`config.mk`:
```
export PLATFORM = sky130hd
export DESIGN_NAME = supply_guard
export DESIGN_NICKNAME = d
export VERILOG_FILES = /design/src/rtl/supply_guard_pkg.sv /design/src/rtl/supply_guard_filter.sv /design/src/rtl/supply_guard_ctrl.sv /design/src/rtl/supply_guard.sv
export SDC_FILE = /design/constraint.sdc
export NUM_CORES = 1
export LEC_CHECK = 0
export ABC_AREA = 0
export BUFFER_PORTS_ARGS = -buffer_cell sky130_fd_sc_hd__buf_2
export CAP_MARGIN = 0
export CORE_AREA = 2 2 39 41
export DETAILED_ROUTE_END_ITERATION = 12
export DIE_AREA = 0 0 41 43
export GPL_TIMING_DRIVEN = 1
export MAX_ROUTING_LAYER = met4
export PLACE_DENSITY = 0.46
export SLEW_MARGIN = 20
export SYNTH_ARGS = -nofsm -noshare
export SYNTH_HDL_FRONTEND = slang
export SYNTH_SLANG_ARGS = --single-unit
```
`constraint.sdc`:
```
create_clock -name clk -period 1 [get_ports clk]
set_input_delay 0.1 -clock clk [delete_from_list [all_inputs] [get_ports clk]]
set_output_delay 0.1 -clock clk [all_outputs]
set_load 0.05 [all_outputs]
```
`src/rtl/supply_guard_pkg.sv`:
```
package supply_guard_pkg;

  // Strobes from the control module to the run-length datapath.
  typedef struct packed {
    logic incCnt;    // another low cycle observed while active
    logic clearCnt;  // restart the run from zero
  } guardStrobes_t;

endpackage

```
`src/rtl/supply_guard_filter.sv`:
```
module supply_guard_filter
  import supply_guard_pkg::*;
#(
  parameter int FILTER_LEN = 9
) (
  input  logic          clk,
  input  logic          rstN,
  input  guardStrobes_t strobes,
  output logic          atLimit
);

  localparam int CNT_W = $clog2(FILTER_LEN + 1);
  localparam logic [CNT_W-1:0] SAT_VAL = CNT_W'(FILTER_LEN);
  localparam logic [CNT_W-1:0] PRE_VAL = CNT_W'(FILTER_LEN - 1);

  logic [CNT_W-1:0] runCnt;
  logic [CNT_W-1:0] runCntNext;

  always_comb begin
    runCntNext = runCnt;
    if (strobes.clearCnt) begin
      runCntNext = '0;
    end else if (strobes.incCnt && (runCnt != SAT_VAL)) begin
      runCntNext = runCnt + CNT_W'(1);
    end
  end

  always_ff @(posedge clk or negedge rstN) begin
    if (!rstN) begin
      runCnt <= '0;
    end else begin
      runCnt <= runCntNext;
    end
  end

  // True when one more low cycle completes (or has completed) the run.
  assign atLimit = (runCnt >= PRE_VAL);

endmodule

```
`src/rtl/supply_guard_ctrl.sv`:
```
module supply_guard_ctrl
  import supply_guard_pkg::*;
(
  input  logic          clk,
  input  logic          rstN,
  input  logic          cfgMonEn,
  input  logic          cfgRstEn,
  input  logic          cfgStopEn,
  input  logic          stopMode,
  input  logic          belowFall,
  input  logic          aboveRise,
  input  logic          atLimit,
  output guardStrobes_t strobes,
  output logic          rstReq,
  output logic          rstPinN,
  output logic          lowFlag
);

  logic monActive;
  logic holdNow;
  logic holdNext;
  logic releaseHold;
  logic setHold;

  assign holdNow     = rstReq;
  assign monActive   = cfgMonEn && (!stopMode || cfgStopEn);
  assign releaseHold = holdNow && aboveRise;
  assign setHold     = !holdNow && monActive && cfgRstEn && belowFall && atLimit;

  always_comb begin
    strobes.incCnt   = monActive && belowFall && !releaseHold;
    strobes.clearCnt = !strobes.incCnt;
  end

  always_comb begin
    holdNext = holdNow;
    if (releaseHold) begin
      holdNext = 1'b0;
    end else if (setHold) begin
      holdNext = 1'b1;
    end
  end

  always_ff @(posedge clk or negedge rstN) begin
    if (!rstN) begin
      rstReq  <= 1'b0;
      rstPinN <= 1'b1;
      lowFlag <= 1'b0;
    end else begin
      rstReq  <= holdNext;
      rstPinN <= !holdNext;
      lowFlag <= monActive && belowFall;
    end
  end

endmodule

```
`src/rtl/supply_guard.sv`:
```
module supply_guard
  import supply_guard_pkg::*;
#(
  parameter int FILTER_LEN = 9
) (
  input  logic clk,
  input  logic rstN,
  input  logic cfgMonEn,
  input  logic cfgRstEn,
  input  logic cfgStopEn,
  input  logic stopMode,
  input  logic belowFall,
  input  logic aboveRise,
  output logic rstReq,
  output logic rstPinN,
  output logic lowFlag
);

  guardStrobes_t strobes;
  logic          atLimit;

  supply_guard_filter #(.FILTER_LEN(FILTER_LEN)) uFilter (
    .clk     (clk),
    .rstN    (rstN),
    .strobes (strobes),
    .atLimit (atLimit)
  );

  supply_guard_ctrl uCtrl (
    .clk       (clk),
    .rstN      (rstN),
    .cfgMonEn  (cfgMonEn),
    .cfgRstEn  (cfgRstEn),
    .cfgStopEn (cfgStopEn),
    .stopMode  (stopMode),
    .belowFall (belowFall),
    .aboveRise (aboveRise),
    .atLimit   (atLimit),
    .strobes   (strobes),
    .rstReq    (rstReq),
    .rstPinN   (rstPinN),
    .lowFlag   (lowFlag)
  );

endmodule

```
==> flow_metrics.py, run 1 <==
metrics = {
    "die": {
        "die_area_um2": 1763,
        "fp.dieH_um": 43,
        "start_util_pct": 25.05,
        "num_io_pins": 11,
        "die_width_um": 41,
        "core_um2": 1384,
        "rows": 14,
    },
    "worst_setup_path": {
        "worstSetupStartpointType": "flip-flop",
        "path_class": "flip-flop to flip-flop",
        "cp-startpoint": "uFilter.runCnt[0]",
        "cp_max_fo": 4,
        "cp.arrival_ns": 1.33,
        "rrSetupSlack_ns": -0.16,
        "r2r-end": "uFilter.runCnt[2]",
        "cp.required_ns": 1.17,
        "endpoint_kind": "flip-flop",
        "worstSetupEndpoint": "uFilter.runCnt[2]",
        "ff2ff_path_depth": 5,
        "r2r-start": "uFilter.runCnt[0]",
    },
    "route": {
        "drt_pass1_iterations": 2,
        "drc": 0,
        "via_per_inst": 4.300,
        "wl_met3_um": 27,
        "ant_nets": 0,
        "top_layer_used": "met3",
        "wl_met2_um": 367,
        "first_iter_violations": 2,
        "routedWlPerCell_um": 9.900,
        "totalWireLength_um": 693,
        "drt-met1-wl_um": 298,
        "vias": 301,
    },
    "synth": {
        "ys_warn_count": 0,
        "ys_top_cells_by_count": "dfrtp_1, inv_1, ha_1, nor2_1",
        "yosysSeqAreaShare_pct": 50.90,
        "yosysTopAreaCellShare_pct": 43.32,
        "ys_ff_latch": 7,
        "synth_ff_type": "dfrtp_1",
        "synth_nets": 44,
        "async_reset_ff_share_pct": 100.0,
        "netlist_instances": 33,
        "ys_top_cells_by_area": "dfrtp_1, ha_1, dfstp_2",
        "synth.most_common_cell": "dfrtp_1",
        "synth_top_area_cell": "dfrtp_1",
        "syn_area_um2": 346.6,
        "avgSynthCellArea_um2": 10.50,
        "synth_cell_type_count": 17,
        "synth_edf_count": 0,
    },
    "sta": {
        "fmax_mhz": 862.4,
        "hold_viol_final": 0,
        "holdWs_ns": 0.07845,
        "worst_slack_ns": -0.1596,
        "slew_headroom_pct": 80.85,
        "fin_crit_ns": 1.160,
        "fin_setup_tns_ns": -0.3810,
        "finClkSkew_ns": 0.001977,
        "rsz0062_at_grt": "true",
        "tightest_slew_ns": 0.2873,
        "setup_violations": 4,
        "slew_viol_final": 0,
        "finalCritPeriodShare_pct": 116.0,
    },
    "layout": {
        "regArea_um2": 178.9,
        "multiInputGateArea_um2": 198.9,
        "nFillCells": 148,
        "stdcell_area_um2": 568.0,
        "syn_to_final_growth_pct": 63.90,
        "instances_no_fill": 70,
        "antenna_cells": 0,
        "drive_above_1_share_pct": 53.70,
        "final_net_count": 66,
    },
    "cts": {
        "cts_tree": "built",
        "clk_pin_slew_ns": 0.05,
        "clkSinkCount": 7,
        "clock_path_buffers": 2,
        "h-tree-depth": 1,
        "insertion_delay_ns": 0.24,
        "root_buffer": "clkbuf_4",
        "cts_buffers": 3,
    },
    "global_routing": {
        "antenna_found_initial": 0,
        "overflow": 0,
        "grt_max_degree": 8,
        "grt_pass1_vias": 307,
        "grt_usage_pct": 10.68,
        "grt_pass1_wl_mm": 1.228,
    },
    "placed_design": {
        "port_buffers": 10,
        "hpwl_um": 544.2,
        "dp.cells": 63,
        "placed_area_um2": 450.4,
        "place_congestion": 0.6442,
    },
    "status": {
        "violations": "negative setup slack",
        "status": "finished with violations",
    },
    "job": {
        "cap_violations": 0,
    },
    "power_and_ir_drop": {
        "p_per_area_nw_per_um2": 1084,
        "leakagePower_uw": 0.0002537,
        "peakVddDrop_uv": 520.9,
    },
    "worst_hold_path": {
        "hold_class": "input port to flip-flop",
    },
}
[worst max-delay path, stage by stage (launching register included)]
cell and delay, ns:
dfrtp_2 0.43, buf_4 0.14, buf_6 0.11, ha_4 0.15
nand2b_4 0.13, a21oi_2 0.13
[worst min path at each step]
stage	startpoint	end	cells past startpoint	slack, ns
global placement	rstN	uCtrl.lowFlag	1	-0.06
detailed placement	rstN	uCtrl.lowFlag	1	-0.06
global route	aboveRise	uCtrl.rstReq	2	0.08
CTS	aboveRise	uCtrl.rstReq	2	0.07
floorplan	rstN	uCtrl.lowFlag	0	-0.20
finish	aboveRise	uCtrl.rstReq	2	0.08
[layout by cell type (no fill, tap or decap), drive strengths merged, types with 2 or more instances in the layout]
master	count
nand2	2
nand3b	2
clkbuf	4
inv	5
dfrtp	6
nand3	2
nor2	3
ha	3
buf	16
[metal layers]
layer  track usage [%]  up-vias
met2             15.00        9
li1                  -      153
met3             3.141        0
met4             6.000        0
met5                 -        -
met1             13.20      139
[per-stage QoR]
step	util [%]	setup WS (ns)	total power (uW)
2_1_floorplan	-	-0.07410	321.8
3_3_place_gp	32.55	-0.1218	357.1
3_5_place_dp	32.55	-0.1338	356.7
4_1_cts	36.89	-0.1138	619.2
5_1_grt	41.05	-0.1989	664.5
6_report	41.05	-0.1596	615.7
[sequential cells by signal (all words and copies together) (netlist names)]
| register | count |
|---|---|
| uCtrl.rstPinN | 1 |
| uFilter.runCnt | 4 |
| uCtrl.lowFlag | 1 |
| uCtrl.rstReq | 1 |
[cell families after synthesis]
family | count (synthesis) | synth area share (%)
simple gates | 10 | 14.44
flops | 7 | 50.90
compound gates | 5 | 10.47
buf+inv | 5 | 5.416
fa+ha+maj | 3 | 10.83
xor+xnor | 2 | 5.055
mux | 1 | 2.888
[timing repair]
item	4_1_cts	5_1_grt
endpoints found under the setup margin	5	6
buffers inserted	1	2
pin swaps	1	5
resized for setup	6	11
hold buffers	1	0
hold endpoints to repair	7	0
[cell type report]
cell class | count | share of cell area [%]
timing repair buffer | 17 | 22.03
inverter | 5 | 3.304
tap | 16 | 3.524
sequential | 7 | 31.50
multi-input combinational | 21 | 35.02
clock buffer | 4 | 4.626
[power breakdown]
group / switching (uW) / total [uW] / internal [uW]
Combinational: 39.3 / 77.6 / 38.2
Sequential: 4.16 / 294 / 290
Clock: 92.9 / 244 / 152
Total: 136 / 616 / 479
(Power assumes the default switching activity.)
==> run 2: changes to the inputs <==
- MAX_ROUTING_LAYER: met4 -> default
- PLACE_DENSITY: 0.46 -> 0.44
- clock period: 1 -> 1.41 ns (I/O delays scaled with it)
==> flow_metrics.py, run 2 (synthesis gave the netlist of run 1 again) <==
metrics = {
    "status": {
        "status": "complete, no violations",
    },
    "route": {
        "vias": 279,
        "first_iter_violations": 0,
        "totalWireLength_um": 670,
        "drc": 0,
        "ant_nets": 0,
        "routedWlPerCell_um": 10.47,
        "via_per_inst": 4.359,
        "drt_pass1_iterations": 1,
    },
    "layout": {
        "instances_no_fill": 64,
        "final_net_count": 60,
        "regArea_um2": 176.4,
        "largest_reg_flops": 4,
        "nFillCells": 142,
        "syn_to_final_growth_pct": 30.69,
        "final_common_cell": "buf_2",
        "drive_above_1_share_pct": 29.17,
        "mostFrequentLayoutCells": "buf_2, dfrtp_1, inv_1",
        "registers.top_by_ff_count": "uFilter.runCnt",
        "antenna_cells": 0,
        "multiInputGateArea_um2": 151.4,
    },
    "power_and_ir_drop": {
        "peakVddDrop_uv": 433.6,
        "p_per_area_nw_per_um2": 941.0,
        "power_switching_uw": 97.44,
        "p_sw_share_pct": 22.86,
        "leakagePower_uw": 0.0002193,
        "power.share.sequential_pct": 49.0,
        "clkPwrFrac_pct": 42.2,
        "p_comb_share_pct": 8.8,
        "intPower_uw": 328.8,
    },
    "worst_setup_path": {
        "path_buf_inv": 0,
        "cp_max_fo": 5,
        "path_class": "flip-flop to flip-flop",
        "crit_slowest_cell": "dfrtp_1",
        "endpoint_kind": "flip-flop",
        "critPathTopFamily": "flip-flops",
        "worstSetupStartpointType": "flip-flop",
        "cpPeakStageDelay_ns": 0.43,
        "cp.required_ns": 1.53,
        "cp_cell_sequence": "ha_1, nand3b_1, mux2i_1, nor2_1",
        "cp.arrival_ns": 1.31,
    },
    "die": {
        "die_area_um2": 1763,
        "core_um2": 1384,
        "start_util_pct": 25.05,
        "num_io_pins": 11,
        "die_width_um": 41,
        "rows": 14,
        "fp.dieH_um": 43,
    },
    "sta": {
        "slew_viol_final": 0,
        "finalCritPeriodShare_pct": 84.23,
        "hold_viol_final": 0,
        "finClkSkew_ns": 0.002416,
        "tightest_slew_ns": 0.3701,
        "fin_setup_tns_ns": 0,
        "setup_violations": 0,
        "worst_slack_ns": 0.2223,
        "rsz0062_at_grt": "false",
        "fmax_mhz": 842.0,
        "fin_crit_ns": 1.188,
        "slew_headroom_pct": 75.30,
    },
    "job": {
        "cap_violations": 0,
    },
    "global_routing": {
        "grt_usage_pct": 10.82,
        "grt_pass1_wl_mm": 1.166,
        "grt_max_degree": 8,
        "antenna_found_initial": 0,
        "overflow": 0,
        "grt_pass1_vias": 266,
    },
    "cts": {
        "h-tree-depth": 1,
        "cts_resized": 0,
        "clkSinkCount": 7,
        "clk_pin_slew_ns": 0.05,
        "clock_path_buffers": 2,
        "cts_tree": "built",
        "root_buffer": "clkbuf_4",
        "insertion_delay_ns": 0.25,
        "cts_buffers": 3,
    },
    "placed_design": {
        "place_congestion": 0.6506,
        "port_buffers": 10,
        "dp.cells": 59,
        "hpwl_um": 538.8,
        "place_ws_ns": 0.2274,
    },
    "worst_hold_path": {
        "hold_class": "input port to flip-flop",
    },
}
[run 2: changes by cell type in the layout (fill, tap and decap cells not counted), sizes merged]
| cell | before | now |
|---|---|---|
| buf | 16 | 10 |
[run 2: what timing repair did]
action	in CTS	in global routing
setup buffers	0	0
hold buffers	1	0
endpoints found under the hold margin	7	0
setup endpoints to repair	0	0
[run 2: through the flow]
stage	hold WS (ns)	utilization, %	power (uW)	cell area [um^2]
final	0.1080	32.73	426.2	452.9
after CTS	0.09871	32.73	438.0	452.9
after floorplan	-0.1546	-	228.0	346.6
after global placement	-0.01862	30.11	245.6	416.7
after global routing	0.1063	32.73	458.8	452.9
after detailed placement	-0.01437	30.11	248.3	416.7
[run 2: path summary, 6_finish.rpt]
kind / slack [ns] / startpoint / end / depth (start not counted)
worst max-delay path: 0.22 / uFilter.runCnt[0] / uFilter.runCnt[1] / 4
worst min-delay path: 0.11 / aboveRise / uCtrl.rstReq / 2
worst max register to register: 0.22 / uFilter.runCnt[0] / uFilter.runCnt[1] / 4
worst min register to register: 0.58 / uFilter.runCnt[2] / uFilter.runCnt[2] / 2
max in group asynchronous: 0.93 / rstN / uCtrl.rstPinN / 2
min in group asynchronous: 0.25 / rstN / uFilter.runCnt[2] / 2
[run 2: cell type report]
class                           count  share of cell area [%]
Tap cell                           16                   4.420
Clock buffer                        4                   5.801
Inverter                            5                   4.144
Multi-Input combinational cell     21                   33.43
Sequential cell                     7                   38.95
Timing Repair Buffer               11                   13.26
[run 2: routing by layer]
metal / up-vias / wire, um / track usage, %
li1: 139 / - / -
met1: 131 / 326 / 13.82
met2: 7 / 305 / 12.81
met3: 2 / 31 / 4.712
met4: 0 / 7 / 10.00
met5: - / 0 / 0
[run 2: worst register-to-register path: stages (launching register included)]
cell      delay, ns
dfrtp_1        0.43
ha_1           0.24
nand3b_1       0.14
mux2i_1        0.20
nor2_1         0.05
[run 2: power groups by stage]
stage | Sequential, uW | Clock [uW] | Combinational (uW)
after floorplan | 217 | 0 | 11.5
after global placement | 211 | 0 | 34.4
after detailed placement | 212 | 0 | 36.4
after CTS | 209 | 191 | 38.7
after global routing | 209 | 207 | 43.1
final | 209 | 180 | 37.5
